**src/rtl/timer_pkg.sv**
```systemverilog
package timer_pkg;
  localparam int DW = 16;

  localparam logic [2:0] ADR_LOAD  = 3'd0;
  localparam logic [2:0] ADR_COUNT = 3'd1;
  localparam logic [2:0] ADR_CTRL  = 3'd2;
  localparam logic [2:0] ADR_CAPT  = 3'd3;
  localparam logic [2:0] ADR_STAT  = 3'd4;
  localparam logic [2:0] ADR_CLR   = 3'd5;

  localparam logic [DW-1:0] CTRL_RST   = 16'h000A;
  localparam logic [DW-1:0] CTRL_WMASK = 16'hBFEE;

  typedef struct packed {
    logic       byp;
    logic       rsv14;
    logic       evt_en;
    logic [4:0] evt_sel;
    logic       rld_clr;
    logic [1:0] clk_sel;
    logic       rsv4;
    logic       periodic;
    logic       en;
    logic       up;
    logic       rsv0;
  } ctrl_t;
endpackage

```
**src/rtl/timer_tick_sel.sv**
```systemverilog
module timer_tick_sel (
  input  logic       en_i,
  input  logic [1:0] clk_sel_i,
  input  logic       hf_tick_i,
  input  logic       lf_tick_i,
  output logic       tick_o
);
  always_comb begin
    unique case (clk_sel_i)
      2'b00:   tick_o = en_i;
      2'b01:   tick_o = en_i & hf_tick_i;
      2'b10:   tick_o = en_i & lf_tick_i;
      default: tick_o = 1'b0;  // reserved source: no ticks
    endcase
  end
endmodule

```
**src/rtl/timer_counter.sv**
```systemverilog
module timer_counter #(
  parameter int DW = 16
) (
  input  logic          clk_i,
  input  logic          rst_ni,
  input  logic          tick_i,
  input  logic          up_i,
  input  logic          periodic_i,
  input  logic          clr_rst_i,
  input  logic          load_we_i,
  input  logic [DW-1:0] load_wdata_i,
  output logic [DW-1:0] cnt_o,
  output logic [DW-1:0] load_o,
  output logic          tmo_o
);
  logic [DW-1:0] cnt_q, load_q, pend_q;
  logic          pend_v_q;
  logic          at_term;

  assign at_term = up_i ? (&cnt_q) : ~(|cnt_q);
  assign tmo_o   = tick_i & at_term & ~clr_rst_i;

  always_ff @(posedge clk_i or negedge rst_ni) begin
    if (!rst_ni) begin
      cnt_q <= '0;
    end else if (clr_rst_i) begin
      cnt_q <= load_q;
    end else if (tick_i) begin
      if (at_term)       cnt_q <= periodic_i ? load_q : (up_i ? '0 : '1);
      else if (up_i)     cnt_q <= cnt_q + 1'b1;
      else               cnt_q <= cnt_q - 1'b1;
    end
  end

  // load writes landing on a timeout are parked until the timeout has passed
  always_ff @(posedge clk_i or negedge rst_ni) begin
    if (!rst_ni) begin
      load_q   <= '0;
      pend_q   <= '0;
      pend_v_q <= 1'b0;
    end else if (load_we_i && !tmo_o) begin
      load_q   <= load_wdata_i;
      pend_v_q <= 1'b0;
    end else if (load_we_i) begin
      pend_q   <= load_wdata_i;
      pend_v_q <= 1'b1;
    end else if (pend_v_q && !tmo_o) begin
      load_q   <= pend_q;
      pend_v_q <= 1'b0;
    end
  end

  assign cnt_o  = cnt_q;
  assign load_o = load_q;
endmodule

```
**src/rtl/timer_capture.sv**
```systemverilog
module timer_capture #(
  parameter int DW    = 16,
  parameter int N_EVT = 32,
  localparam int SEL_W = $clog2(N_EVT)
) (
  input  logic             clk_i,
  input  logic             rst_ni,
  input  logic [N_EVT-1:0] evt_i,
  input  logic             en_i,
  input  logic [SEL_W-1:0] sel_i,
  input  logic [DW-1:0]    cnt_i,
  output logic [DW-1:0]    cap_o,
  output logic             hit_o
);
  logic [N_EVT-1:0] evt_q, evt_rise;
  logic [DW-1:0]    cap_q;

  assign evt_rise = evt_i & ~evt_q;
  assign hit_o    = en_i & evt_rise[sel_i];

  always_ff @(posedge clk_i or negedge rst_ni) begin
    if (!rst_ni) begin
      evt_q <= '0;
      cap_q <= '0;
    end else begin
      evt_q <= evt_i;
      if (hit_o) cap_q <= cnt_i;
    end
  end

  assign cap_o = cap_q;
endmodule

```
**src/rtl/timer_sync.sv**
```systemverilog
module timer_sync #(
  parameter int DW     = 16,
  parameter int STAGES = 2
) (
  input  logic          clk_i,
  input  logic          rst_ni,
  input  logic          byp_i,
  input  logic [DW-1:0] d_i,
  output logic [DW-1:0] q_o
);
  generate
    if (STAGES == 0) begin : g_none
      assign q_o = d_i;
      logic unused_ok;
      assign unused_ok = &{1'b0, clk_i, rst_ni, byp_i};
    end else begin : g_chain
      logic [DW-1:0] stg_q [STAGES];
      always_ff @(posedge clk_i or negedge rst_ni) begin
        if (!rst_ni) begin
          for (int i = 0; i < STAGES; i++) stg_q[i] <= '0;
        end else begin
          stg_q[0] <= d_i;
          for (int i = 1; i < STAGES; i++) stg_q[i] <= stg_q[i-1];
        end
      end
      assign q_o = byp_i ? d_i : stg_q[STAGES-1];
    end
  endgenerate
endmodule

```
**src/rtl/updown_timer.sv**
```systemverilog
module updown_timer
  import timer_pkg::*;
#(
  parameter int N_EVT       = 32,
  parameter int SYNC_STAGES = 2,
  localparam int SEL_W = $clog2(N_EVT)
) (
  input  logic             clk_i,
  input  logic             rst_ni,
  input  logic             we_i,
  input  logic [2:0]       addr_i,
  input  logic [DW-1:0]    wdata_i,
  output logic [DW-1:0]    rdata_o,
  input  logic             hf_tick_i,
  input  logic             lf_tick_i,
  input  logic [N_EVT-1:0] evt_i
);
  ctrl_t         ctrl_q;
  logic          tmo_flag_q, cap_flag_q;
  logic          tick, tmo, cap_hit, clr_wr, clr_rst;
  logic [DW-1:0] cnt, load_val, cap_val, cnt_rd;

  assign clr_wr  = we_i && (addr_i == ADR_CLR);
  assign clr_rst = clr_wr && wdata_i[0] && ctrl_q.rld_clr && ctrl_q.periodic;

  always_ff @(posedge clk_i or negedge rst_ni) begin
    if (!rst_ni) begin
      ctrl_q     <= ctrl_t'(CTRL_RST);
      tmo_flag_q <= 1'b0;
      cap_flag_q <= 1'b0;
    end else begin
      if (we_i && addr_i == ADR_CTRL) ctrl_q <= ctrl_t'(wdata_i & CTRL_WMASK);
      if (tmo)                            tmo_flag_q <= 1'b1;
      else if (clr_wr && wdata_i[0])      tmo_flag_q <= 1'b0;
      if (cap_hit)                        cap_flag_q <= 1'b1;
      else if (clr_wr && wdata_i[1])      cap_flag_q <= 1'b0;
    end
  end

  timer_tick_sel u_tick (
    .en_i      (ctrl_q.en),
    .clk_sel_i (ctrl_q.clk_sel),
    .hf_tick_i (hf_tick_i),
    .lf_tick_i (lf_tick_i),
    .tick_o    (tick)
  );

  timer_counter #(.DW(DW)) u_cnt (
    .clk_i        (clk_i),
    .rst_ni       (rst_ni),
    .tick_i       (tick),
    .up_i         (ctrl_q.up),
    .periodic_i   (ctrl_q.periodic),
    .clr_rst_i    (clr_rst),
    .load_we_i    (we_i && addr_i == ADR_LOAD),
    .load_wdata_i (wdata_i),
    .cnt_o        (cnt),
    .load_o       (load_val),
    .tmo_o        (tmo)
  );

  timer_capture #(.DW(DW), .N_EVT(N_EVT)) u_cap (
    .clk_i  (clk_i),
    .rst_ni (rst_ni),
    .evt_i  (evt_i),
    .en_i   (ctrl_q.evt_en),
    .sel_i  (ctrl_q.evt_sel[SEL_W-1:0]),
    .cnt_i  (cnt),
    .cap_o  (cap_val),
    .hit_o  (cap_hit)
  );

  timer_sync #(.DW(DW), .STAGES(SYNC_STAGES)) u_sync (
    .clk_i  (clk_i),
    .rst_ni (rst_ni),
    .byp_i  (ctrl_q.byp),
    .d_i    (cnt),
    .q_o    (cnt_rd)
  );

  always_comb begin
    unique case (addr_i)
      ADR_LOAD:  rdata_o = load_val;
      ADR_COUNT: rdata_o = cnt_rd;
      ADR_CTRL:  rdata_o = ctrl_q;
      ADR_CAPT:  rdata_o = cap_val;
      ADR_STAT:  rdata_o = {{(DW-2){1'b0}}, cap_flag_q, tmo_flag_q};
      default:   rdata_o = '0;
    endcase
  end
endmodule

```
**config.mk**
```make
export PLATFORM = sky130hd
export DESIGN_NAME = updown_timer
export DESIGN_NICKNAME = d
export VERILOG_FILES = /design/src/rtl/timer_pkg.sv /design/src/rtl/timer_tick_sel.sv /design/src/rtl/timer_counter.sv /design/src/rtl/timer_capture.sv /design/src/rtl/timer_sync.sv /design/src/rtl/updown_timer.sv
export SDC_FILE = /design/constraint.sdc
export NUM_CORES = 1
export LEC_CHECK = 0
export ABC_AREA = 1
export CORE_MARGIN = 2
export CORE_UTILIZATION = 25
export CTS_CLUSTER_DIAMETER = 30
export DETAILED_ROUTE_END_ITERATION = 8
export DONT_BUFFER_PORTS = 1
export MAX_ROUTING_LAYER = met4
export PLACE_DENSITY = 0.43
export SYNTH_ARGS = -nofsm -noshare
export SYNTH_HDL_FRONTEND = slang
export SYNTH_SLANG_ARGS = --single-unit
```
**constraint.sdc**
```tcl
create_clock -name clk_i -period 2.9 [get_ports clk_i]
set_input_delay 0.58 -clock clk_i [delete_from_list [all_inputs] [get_ports clk_i]]
set_output_delay 0.58 -clock clk_i [all_outputs]
set_load 0.005 [all_outputs]
```
### After elaboration in Yosys (flattened, before gate mapping)

Index checks and enable logic that the tools add are counted.

* register bits: 144
* input port bits: 56
* output and inout port bits: 16
* logic and storage cells: 82

* add/subtract/negate cells: 2
* magnitude comparators: 1
* eq/ne operators: 8
* multiplexer cells: 22
* bitwise gates (word level): 10
* reductions and logical operators: 21

Operators by type and width (count)
* $mux 16: 10
* $pmux 16 s5: 1
* $and 32x32->32: 1
* $not 32->32: 1
* $add 16x1->16 const B: 1
* $reduce_and 16->1: 1
* $reduce_or 16->1: 1
* $sub 16x1->16 const B: 1
* $logic_and 1x1->1: 9
* $mux 1: 9
* $reduce_bool 2->1: 4
* $eq 3x2->1 const B: 2
* $eq 3x3->1 const B: 2
* $lt 5x6->1 const B: 1
* $and 1x1->1: 5
* $bmux 1 s5: 1
* $reduce_and 2->1: 2
* $eq 3x1->1 const B: 1
* $logic_not 3->1: 1
* $not 1->1: 3
* $pmux 1 s3: 1
* $reduce_bool 3->1: 1
* $eq 2x1->1 const B: 1
* $eq 2x2->1 const B: 1
* other kinds (3): 3

### Logic depth before layout (Yosys ltp)

Gate-level depths: netlist (run 1).

* depth in word-level cells: 12
* mapped depth: 14
* gate-level depth less buffers: 14

### Modules after synthesis

A second synthesis (run 1) with hierarchy kept.

* cell total of the unflattened synthesis: 1087
* area total of the unflattened synthesis: 7991.4 um^2

By module, submodules not included
* timer_counter: times used 1, cells each 551, area each 3638.5 um^2, seq. area each 1226.2 um^2
* timer_capture: times used 1, cells each 206, area each 1923.1 um^2, seq. area each 1201.2 um^2
* updown_timer: times used 1, cells each 231, area each 1291.2 um^2, seq. area each 377.9 um^2
* timer_sync: times used 1, cells each 84, area each 1044.8 um^2, seq. area each 800.8 um^2
* timer_tick_sel: times used 1, cells each 15, area each 93.8 um^2, seq. area each 0.0 um^2

### Worst setup path after synthesis (run 1)

Ideal clock, no wire load.

* path kind: flip-flop to flip-flop
* start: register ctrl_q[1] (netlist bit)
* end: register u_cnt.cnt_q[15] (netlist: u_cnt.cnt_o[15])
* setup time: 0.116 ns
* data arrival time: 2.062 ns
* data required time: 2.784 ns
* slack: 0.722 ns
* cell stages (with the launch flop): 13
* path buffers: 0
* clock period less this slack: 2.178 ns
* cell sequence: dfstp_2 inv_1 ha_1 or2_2 and2_1 nand2_1 nand2_1 nand2_1 nand3_1 nand3_1 nand2_1 nand2_1 nand2_1

* cells in the longest elaborated chain, start to end: 5
* elaborated cells between the ends (all ways): 7
* those cells by class: mux (7)

RTL lines
* from (decl): line updown_timer.sv:18 `ctrl_t ctrl_q;`
* from (signal assigned): line updown_timer.sv:28 `ctrl_q <= ctrl_t'(CTRL_RST);`
* from (signal assigned): line updown_timer.sv:32 `if (we_i && addr_i == ADR_CTRL) ctrl_q <= ctrl_t'(wdata_i & CTRL_WMASK);`
* $mux 16 (2 in a row): line timer_counter.sv:29 `if (at_term) cnt_q <= periodic_i ? load_q : (up_i ? '0 : '1);`
* $mux 16 (*): line timer_counter.sv:29
* $mux 16 (*): line timer_counter.sv:28 `end else if (tick_i) begin`
* $mux 16 (*): line timer_counter.sv:26 `end else if (clr_rst_i) begin`
* to (signal assigned): line timer_counter.sv:27 `cnt_q <= load_q;`
* to (signal assigned): line timer_counter.sv:29
* to (signal assigned): line timer_counter.sv:30 `else if (up_i) cnt_q <= cnt_q + 1'b1;`
* to (decl): line timer_counter.sv:16 `logic [DW-1:0] cnt_q, load_q, pend_q;`

Mark *: on every way between the ends. The rest lies on a longest branch, timed or not. The select of a mux whose other input is x is not followed.
A chain may end at the register's enable or synchronous reset.

### Final worst setup path (run 1)

* start: register ctrl_q[15] (netlist bit)
* end: output port rdata_o[11]

* cells in the longest elaborated chain, start to end: 2

RTL lines
* $mux 16: line timer_sync.sv:26 `assign q_o = byp_i ? d_i : stg_q[STAGES-1];`
* $pmux 16 s5: line updown_timer.sv:82 `unique case (addr_i)`
* to (decl): line updown_timer.sv:13 `output logic [DW-1:0] rdata_o,`

Every way passes these cells.

==> results of run 1 <==
## critical path, cell delays in order, from the launching register on
cell and delay [ns]:
sky130_fd_sc_hd__dfrtp_1 0.44, sky130_fd_sc_hd__inv_1 0.53, sky130_fd_sc_hd__o21ai_0 0.25, sky130_fd_sc_hd__nand2_1 0.10, sky130_fd_sc_hd__o21ai_0 0.08, sky130_fd_sc_hd__a21oi_1 0.11
sky130_fd_sc_hd__o21ai_0 0.19
## cells by family (layout without fill, tap and decap cells)
kind of cell    after synthesis  after routing
simple gates                461            461
xor+xnor                      7              7
buf+inv                     133            145
flops                       144            144
compound gates              148            148
fa+ha+maj                    18             18
## stage by stage
step,setup slack [ns],util [%],power [mW]
final,0.1958,29.11,7.899
after floorplan,0.7221,-,4.732
after CTS,0.1761,29.11,7.984
after global routing,0.001380,29.11,8.505
after detailed placement,0.4454,26.81,5.487
after global placement,0.4488,26.81,5.486
## metal layers
layer	GRT usage [%]	wire (um)	up-vias
li1	-	-	2987
met4	4.653	346	0
met1	20.56	10380	2878
met2	22.88	9813	130
met5	-	0	-
met3	3.372	1145	24
## cell type report
| class | count | area, um2 | share of cell area, % |
|---|---|---|---|
| Clock inverter | 12 | 206.4 | 2.471 |
| Tap cell | 384 | 480.5 | 5.751 |
| Sequential cell | 144 | 3606 | 43.16 |
| Clock buffer | 19 | 452.9 | 5.422 |
| Inverter | 102 | 382.9 | 4.583 |
| Multi-Input combinational cell | 634 | 3136 | 37.53 |
| Timing Repair Buffer | 12 | 90.09 | 1.078 |
## cells in the final DEF, fill, tap and decap left out, types with 2 or more instances in the layout
master / instances
sky130_fd_sc_hd__o211ai_1: 5
sky130_fd_sc_hd__nand2_2: 2
sky130_fd_sc_hd__clkbuf_16: 17
sky130_fd_sc_hd__clkbuf_8: 2
sky130_fd_sc_hd__bufinv_16: 5
sky130_fd_sc_hd__and2_1: 2
sky130_fd_sc_hd__nand4_1: 7
sky130_fd_sc_hd__dfrtp_1: 142
sky130_fd_sc_hd__nand2_4: 4
sky130_fd_sc_hd__ha_1: 17
sky130_fd_sc_hd__xor2_1: 6
sky130_fd_sc_hd__o22ai_1: 5
sky130_fd_sc_hd__nand3b_1: 2
sky130_fd_sc_hd__nor2_1: 54
sky130_fd_sc_hd__nor3_1: 5
sky130_fd_sc_hd__o21ai_0: 54
sky130_fd_sc_hd__clkinv_4: 3
sky130_fd_sc_hd__inv_1: 96
sky130_fd_sc_hd__nand3_1: 84
sky130_fd_sc_hd__o2111ai_1: 22
sky130_fd_sc_hd__clkinv_2: 2
sky130_fd_sc_hd__nor2_2: 2
sky130_fd_sc_hd__nand2_1: 293
sky130_fd_sc_hd__dfstp_2: 2
sky130_fd_sc_hd__o21bai_1: 7
sky130_fd_sc_hd__buf_4: 12
sky130_fd_sc_hd__inv_2: 5
sky130_fd_sc_hd__a21oi_1: 35
sky130_fd_sc_hd__o21ai_1: 14
## report_power, final
group | internal [mW] | switching, mW
Clock | 1.58 | 0.889
Combinational | 0.894 | 1.56
Sequential | 2.52 | 0.465
Total | 4.99 | 2.91
## path summary, 6_finish.rpt
path	slack [ns]	cells past startpoint	endpoint
hold / removal	-0.16	0	u_cap.evt_q[25]
min in group clk_i	0.17	0	u_cap.evt_q[10]
setup / recovery	0.20	6	rdata_o[11]
max in group asynchronous	2.77	0	ctrl_q[1]
setup reg to reg	0.45	12	u_cnt.cnt_o[15]
hold reg to reg	0.34	0	u_sync.g_chain.stg_q[13]
## sequential cells by signal, indices dropped and copies added, names as in the netlist
name,flops
ctrl_q,13
u_cap.evt_q,32
u_sync.g_chain.stg_q,32
u_cnt.load_o,16
u_cnt.cnt_o,16
cap_flag_q,1
u_cnt.pend_q,16
u_cap.cap_o,16
tmo_flag_q,1
u_cnt.pend_v_q,1
==> implementation parameters, run 1 <==
Parameter                              Value

Clocking
  Resize count post-CTS ... 0
  Worst-Skew Late Latency ... 0.43 ns
  H-Tree Depth ... 4
  TritonCTS clock tree ... built
  Total clock sinks ... between 100 and 150
  Number of buffers between clock root and the deepest sink ... 2
  Clock-pin slew on the worst setup and hold paths ... about 0.06 ns
  Clock root buffer master ... sky130_fd_sc_hd__clkbuf_16
  Number of post-CTS setup repair buffers ... 0
  Cts bufs inserted ... 17

Layout
  Non-Filler Cell Area, Final ... approximately 0.0084 mm2
  Proportion of layout cells with a drive suffix above 1 ... under 10%
  Nets ... 985
  Diodes inserted ... 0
  Fill cell count ... 3159
  Final Non-Filler Cells ... 1307
  Growth of design area from synthesis to finish ... 14.47%

Routing
  Routed len/inst ... 16.60 um
  DRC violations left ... 0
  Number of antenna-violating nets in the routed design ... 0
  Count of TritonRoute iterations in the first routing pass ... 4
  Total detailed-routing wirelength ... around 22 mm
  DR vias/cell ... 4.605
  Count of vias placed by the detailed router ... approximately 6.0k
  DRT iter0 DRCs ... 370

Yosys
  Share of flip-flops with an asynchronous set or reset ... 100.0%
  Count of state elements after synthesis ... 144
  Mapped Area ... about 0.0073 mm2
  Main combinational cell family by area after synthesis ... simple AND/OR/NAND/NOR gates
  Synthesized-area fraction occupied by ao, oa, aoi and oai cells ... 12.07%
  Yosys warns ... 0
  Leading cell types by count after synthesis ... sky130_fd_sc_hd__nand2_1, sky130_fd_sc_hd__dfrtp_1, sky130_fd_sc_hd__inv_1
  Gate count of the mapped netlist ... approximately 910
  Most used standard cell by instance count after synthesis ... sky130_fd_sc_hd__nand2_1
  Basic-gate share of the synthesized area counting and, or, nand and nor cells ... between 20% and 30%
  Net count after synthesis ... 985
  Post-synth top flop ... sky130_fd_sc_hd__dfrtp_1
  Area share of the largest cell type after synthesis ... 48.69%
  EDFF count, synth ... 0
  Syn Area/Cell ... 8.011 um2
  Sequential cell area fraction in the yosys report ... 49.41%
  Adder-cell share of the synthesized area ... ~3.2%
  Multiplexer share of the synthesized area ... 0%
  Library cells used by synthesis ... 42
  Cell type contributing the most total cell area after synthesis ... sky130_fd_sc_hd__dfrtp_1
  Top cells by area, synth ... sky130_fd_sc_hd__dfrtp_1, sky130_fd_sc_hd__nand2_1, sky130_fd_sc_hd__nand3_1, sky130_fd_sc_hd__inv_1, sky130_fd_sc_hd__o21ai_0
  Synthesized-area fraction occupied by xor and xnor cells ... less than 1%

Hold path
  Path class of the lowest-slack min-delay path ... input port to asynchronous set/reset pin

Global route
  Global-route wire length before repair ... 34.80 mm
  Total global routing overflow ... 0
  Overall global routing resource usage ... roughly 15%
  Vias in the first global route ... 5961
  Number of antenna violations at the first check in global routing ... 0
  Largest net degree at the start of global routing ... ~150

Placed design
  RD Place Congestion ... 0.8264
  Placed insts ... about 1.3k
  Count of buffers inserted at the top-level ports ... 0
  HPWL after DPL ... roughly 15 mm
  Instance area after placement ... between 0.007 and 0.008 mm2

Timing
  Aggregate negative setup slack ... 0 ns
  Min Clock Period, post-route ... 2.704 ns
  Achievable clock frequency ... ~0.37 GHz
  Fin Hold WS ... -0.1569 ns
  Worst Skew ... 0.01115 ns
  Final-report setup violation count ... 0
  RSZ-0062 raised after global routing ... false
  Tightest Pin Transition ... between 0.8 and 0.9 ns
  Post-route clock period utilization ... between 90% and 100%
  Final number of hold-violating endpoints ... around 140
  Final Max Slew Viols ... 0
  Worst rel slew slack ... between 40 and 50%

Setup path
  Arr. time, crit path ... 2.12 ns
  Kind of end point of the critical path ... output pin
  First element of the critical path ... ctrl_q[15]
  Critical path peak fanout ... 21
  Startpoint of the lowest-slack register-to-register path ... ctrl_q[1]
  Required time reported for the critical path endpoint ... 2.32 ns
  Type of the setup path with the least slack ... flip-flop to output pin
  Startpoint types ... flip-flop

Floorplan
  Die height ... 174.9 um
  Standard-cell row count ... 62
  Width of the die ... roughly 170 um
  Initial cell density of the core ... approximately a quarter
  Boundary pin count ... 72
  Core region area ... 0.02870 mm2
  Full die area ... 0.03058 mm2

Power and ir drop
  Leakage power ... 4.048 nW
  Largest vdd supply drop ... 0.0003753 V
  PwrDens ... 945.6 mW/mm2

Flow run
  Number of max-cap violations ... 0

Outcome
  Violated checks ... hold timing
  Status ... complete, but fails checks
(Power assumes the default switching activity.)
==> run 2: changes to the inputs <==
- ABC_AREA: 1 -> not set
- TNS_END_PERCENT: not set -> 10
==> run 2 against run 1 <==
Compared with the run above: the run still ends with hold timing left; fmax up 0.55%; routed wire length down 6.5%; register-to-register slack worse by 0.24 ns; highest routed layer unchanged; first-iteration DRC count down 1.4%; critical path type is now flip-flop to flip-flop.
==> implementation parameters, run 2 <==
Parameter                              Value

Outcome
  Status ... complete, but fails checks
  Violated checks ... hold timing

Floorplan
  Full die area ... 0.02956 mm2
  Width of the die ... 171.9 um
  Boundary pin count ... 72
  Initial cell density of the core ... 25.38%
  Core region area ... 0.02778 mm2
  Die height ... roughly 170 um
  Standard-cell row count ... 61

Timing
  Aggregate negative setup slack ... 0 ns
  Final-report setup violation count ... 0
  Achievable clock frequency ... 0.3718 GHz
  Min Clock Period, post-route ... 2.689 ns
  Worst rel slew slack ... 34.02%
  Worst Skew ... 0.008766 ns
  Worst path setup slack after routing ... 0.2105 ns
  Final number of hold-violating endpoints ... 142
  Post-route clock period utilization ... 92.74%
  Fin Hold WS ... -0.1450 ns
  Tightest Pin Transition ... 0.9866 ns
  Final Max Slew Viols ... 0

Global route
  Global routing met3 resource utilization ... 4.692%
  Number of antenna violations at the first check in global routing ... 0
  Vias in the first global route ... 5190
  Grt met2 use ... 22.33%
  Global-route wire length before repair ... 31.36 mm
  Total global routing overflow ... 0
  Met1 Resource Use GR ... approximately a fifth
  Highest-utilization routing layer at the global route stage ... met2
  Overall global routing resource usage ... about 15%
  Largest net degree at the start of global routing ... roughly 150

Clocking
  Number of post-CTS setup repair buffers ... 0
  Cts bufs inserted ... 17
  Total clock sinks ... 144
  H-Tree Depth ... 4
  Number of buffers between clock root and the deepest sink ... 2
  Clock root buffer master ... sky130_fd_sc_hd__clkbuf_16
  Clock-pin slew on the worst setup and hold paths ... approximately 0.07 ns
  Worst-Skew Late Latency ... 0.43 ns
  TritonCTS clock tree ... built

Placed design
  RD Place Congestion ... 0.8388
  Count of buffers inserted at the top-level ports ... 0
  DP Worst Slack ... 0.1790 ns
  HPWL after DPL ... 14.22 mm

Yosys
  EDFF count, synth ... 0
  Share of flip-flops with an asynchronous set or reset ... 100.0%
  Leading cell types by count after synthesis ... sky130_fd_sc_hd__dfrtp_1, sky130_fd_sc_hd__nand2_1, sky130_fd_sc_hd__a21oi_1
  Most used standard cell by instance count after synthesis ... sky130_fd_sc_hd__dfrtp_1
  Net count after synthesis ... 742
  Gate count of the mapped netlist ... 668
  Yosys warns ... 0
  Count of state elements after synthesis ... 144
  Mapped Area ... 0.007051 mm2
  Post-synth top flop ... sky130_fd_sc_hd__dfrtp_1
  Top cells by area, synth ... sky130_fd_sc_hd__dfrtp_1, sky130_fd_sc_hd__mux2_2, sky130_fd_sc_hd__a21oi_1, sky130_fd_sc_hd__nand2_1, sky130_fd_sc_hd__mux2i_1
  Library cells used by synthesis ... 65
  Cell type contributing the most total cell area after synthesis ... sky130_fd_sc_hd__dfrtp_1
  Sequential cell area fraction in the yosys report ... between 50% and 60%
  Syn Area/Cell ... 10.55 um2
  Area share of the largest cell type after synthesis ... between 50% and 60%

Setup path
  Startpoint types ... flip-flop
  Required time reported for the critical path endpoint ... between 3 and 4 ns
  Critical path peak fanout ... 9
  Highest-delay cell along the critical path ... sky130_fd_sc_hd__dfstp_2
  Top cell by count, worst path ... sky130_fd_sc_hd__a21oi_1
  Type of the setup path with the least slack ... flip-flop to flip-flop
  Sum of buffers and inverters on the critical path ... 1
  Arr. time, crit path ... 3.00 ns
  Worst stage delay on the critical path ... ~0.52 ns
  Cell chain of the critical path ... inv_1 -> ha_1 -> a21oi_1 -> o2111ai_2 -> o21ai_2 -> a21oi_1 -> or4_1 -> a21oi_1 -> o21ai_1
  Cell family with most CP delay ... compound AO/OA/AOI/OAI gates
  Kind of end point of the critical path ... flip-flop

Layout
  Proportion of layout cells with a drive suffix above 1 ... 17.44%
  Diodes inserted ... 0
  End-of-flow core utilization ... approximately 30%
  Commonest cells after routing, fill and taps aside ... sky130_fd_sc_hd__dfrtp_1, sky130_fd_sc_hd__nand2_1, sky130_fd_sc_hd__a21oi_1, sky130_fd_sc_hd__nor2_1, sky130_fd_sc_hd__mux2_2
  Nets ... 755
  Growth of design area from synthesis to finish ... 17.04%
  Largest registers in the final layout ... u_cap.evt_q x32, u_sync.g_chain.stg_q x32
  Commonest non-fill, non-tap cell in the layout ... sky130_fd_sc_hd__dfrtp_1

Flow run
  Number of max-cap violations ... 0

Routing
  DR vias/cell ... 4.743
  Number of antenna-violating nets in the routed design ... 0
  Total detailed-routing wirelength ... 20.27 mm
  DRC violations left ... 0
  Routed len/inst ... 18.91 um
  Count of TritonRoute iterations in the first routing pass ... 5
  Count of vias placed by the detailed router ... 5085
  DRT iter0 DRCs ... ~370

Power and ir drop
  Leakage power ... 3.528 nW
  PwrDens ... 927.1 mW/mm2
  Largest vdd supply drop ... 0.0004035 V
  Post-layout total power ... ~7.7 mW

Hold path
  Path class of the lowest-slack min-delay path ... input port to asynchronous set/reset pin
==> run 2: power breakdown <==
part | leakage [nW] | total [mW] | internal [mW] | switching, mW
clock network | 0.281 | 2.22 | 1.31 | 0.917
logic | 1.47 | 2.60 | 1.14 | 1.46
registers | 1.77 | 2.83 | 2.51 | 0.324
==> run 2: cell type report <==
| cell class | instances | area [um2] |
|---|---|---|
| clock buffer | 19 | 442.9 |
| clock inverter | 13 | 152.6 |
| fill | 2922 | 19530 |
| inverter | 20 | 75.07 |
| multi-input combinational | 466 | 3212 |
| sequential | 144 | 3606 |
| tap | 378 | 473.0 |
| timing repair buffer | 32 | 290.3 |
==> run 2: cells by family (layout without fill, tap and decap cells) <==
family | after synthesis | in the layout | share of synthesized area, %
multiplexers | 71 | 71 | 11.62
flip-flops | 144 | 144 | 51.14
adder cells (fa/ha/maj) | 18 | 18 | 3.301
XOR/XNOR | 10 | 10 | 1.242
buffers and inverters | 58 | 84 | 3.514
AO/OA/AOI/OAI | 188 | 188 | 17.04
AND/OR/NAND/NOR | 179 | 179 | 12.14
==> run 2: worst paths after layout <==
path                                           from                        to  slack [ns]  cells past startpoint
max                                       ctrl_q[1]           u_cnt.cnt_o[15]        0.21                      9
min                                          rst_ni  u_sync.g_chain.stg_q[25]       -0.14                      0
max reg2reg                               ctrl_q[1]           u_cnt.cnt_o[15]        0.21                      9
min reg2reg                u_sync.g_chain.stg_q[29]  u_sync.g_chain.stg_q[13]        0.35                      0
max in group asynchronous                    rst_ni                 ctrl_q[1]        2.76                      0
min in group clk_i                        evt_i[16]           u_cap.evt_q[16]        0.18                      0
==> run 2: timing repair <==
item	CTS	global route
hold endpoints to repair	142	142
setup endpoints to repair	0	3
gates resized for setup	0	3
==> run 2: layer usage <==
| layer | up-vias | part of all wire, % |
|---|---|---|
| li1 | 2450 | - |
| met1 | 2495 | 46 |
| met2 | 123 | 45 |
| met3 | 17 | 7.5 |
| met4 | 0 | 1.1 |
| met5 | - | 0 |
==> run 2: through the flow <==
step / cell area (um2) / cells
floorplan: 7051 / 668
global placement: 7641 / 1040
detailed placement: 7641 / 1040
CTS: 8237 / 1072
global route: 8252 / 1072
finish: 8252 / 1072
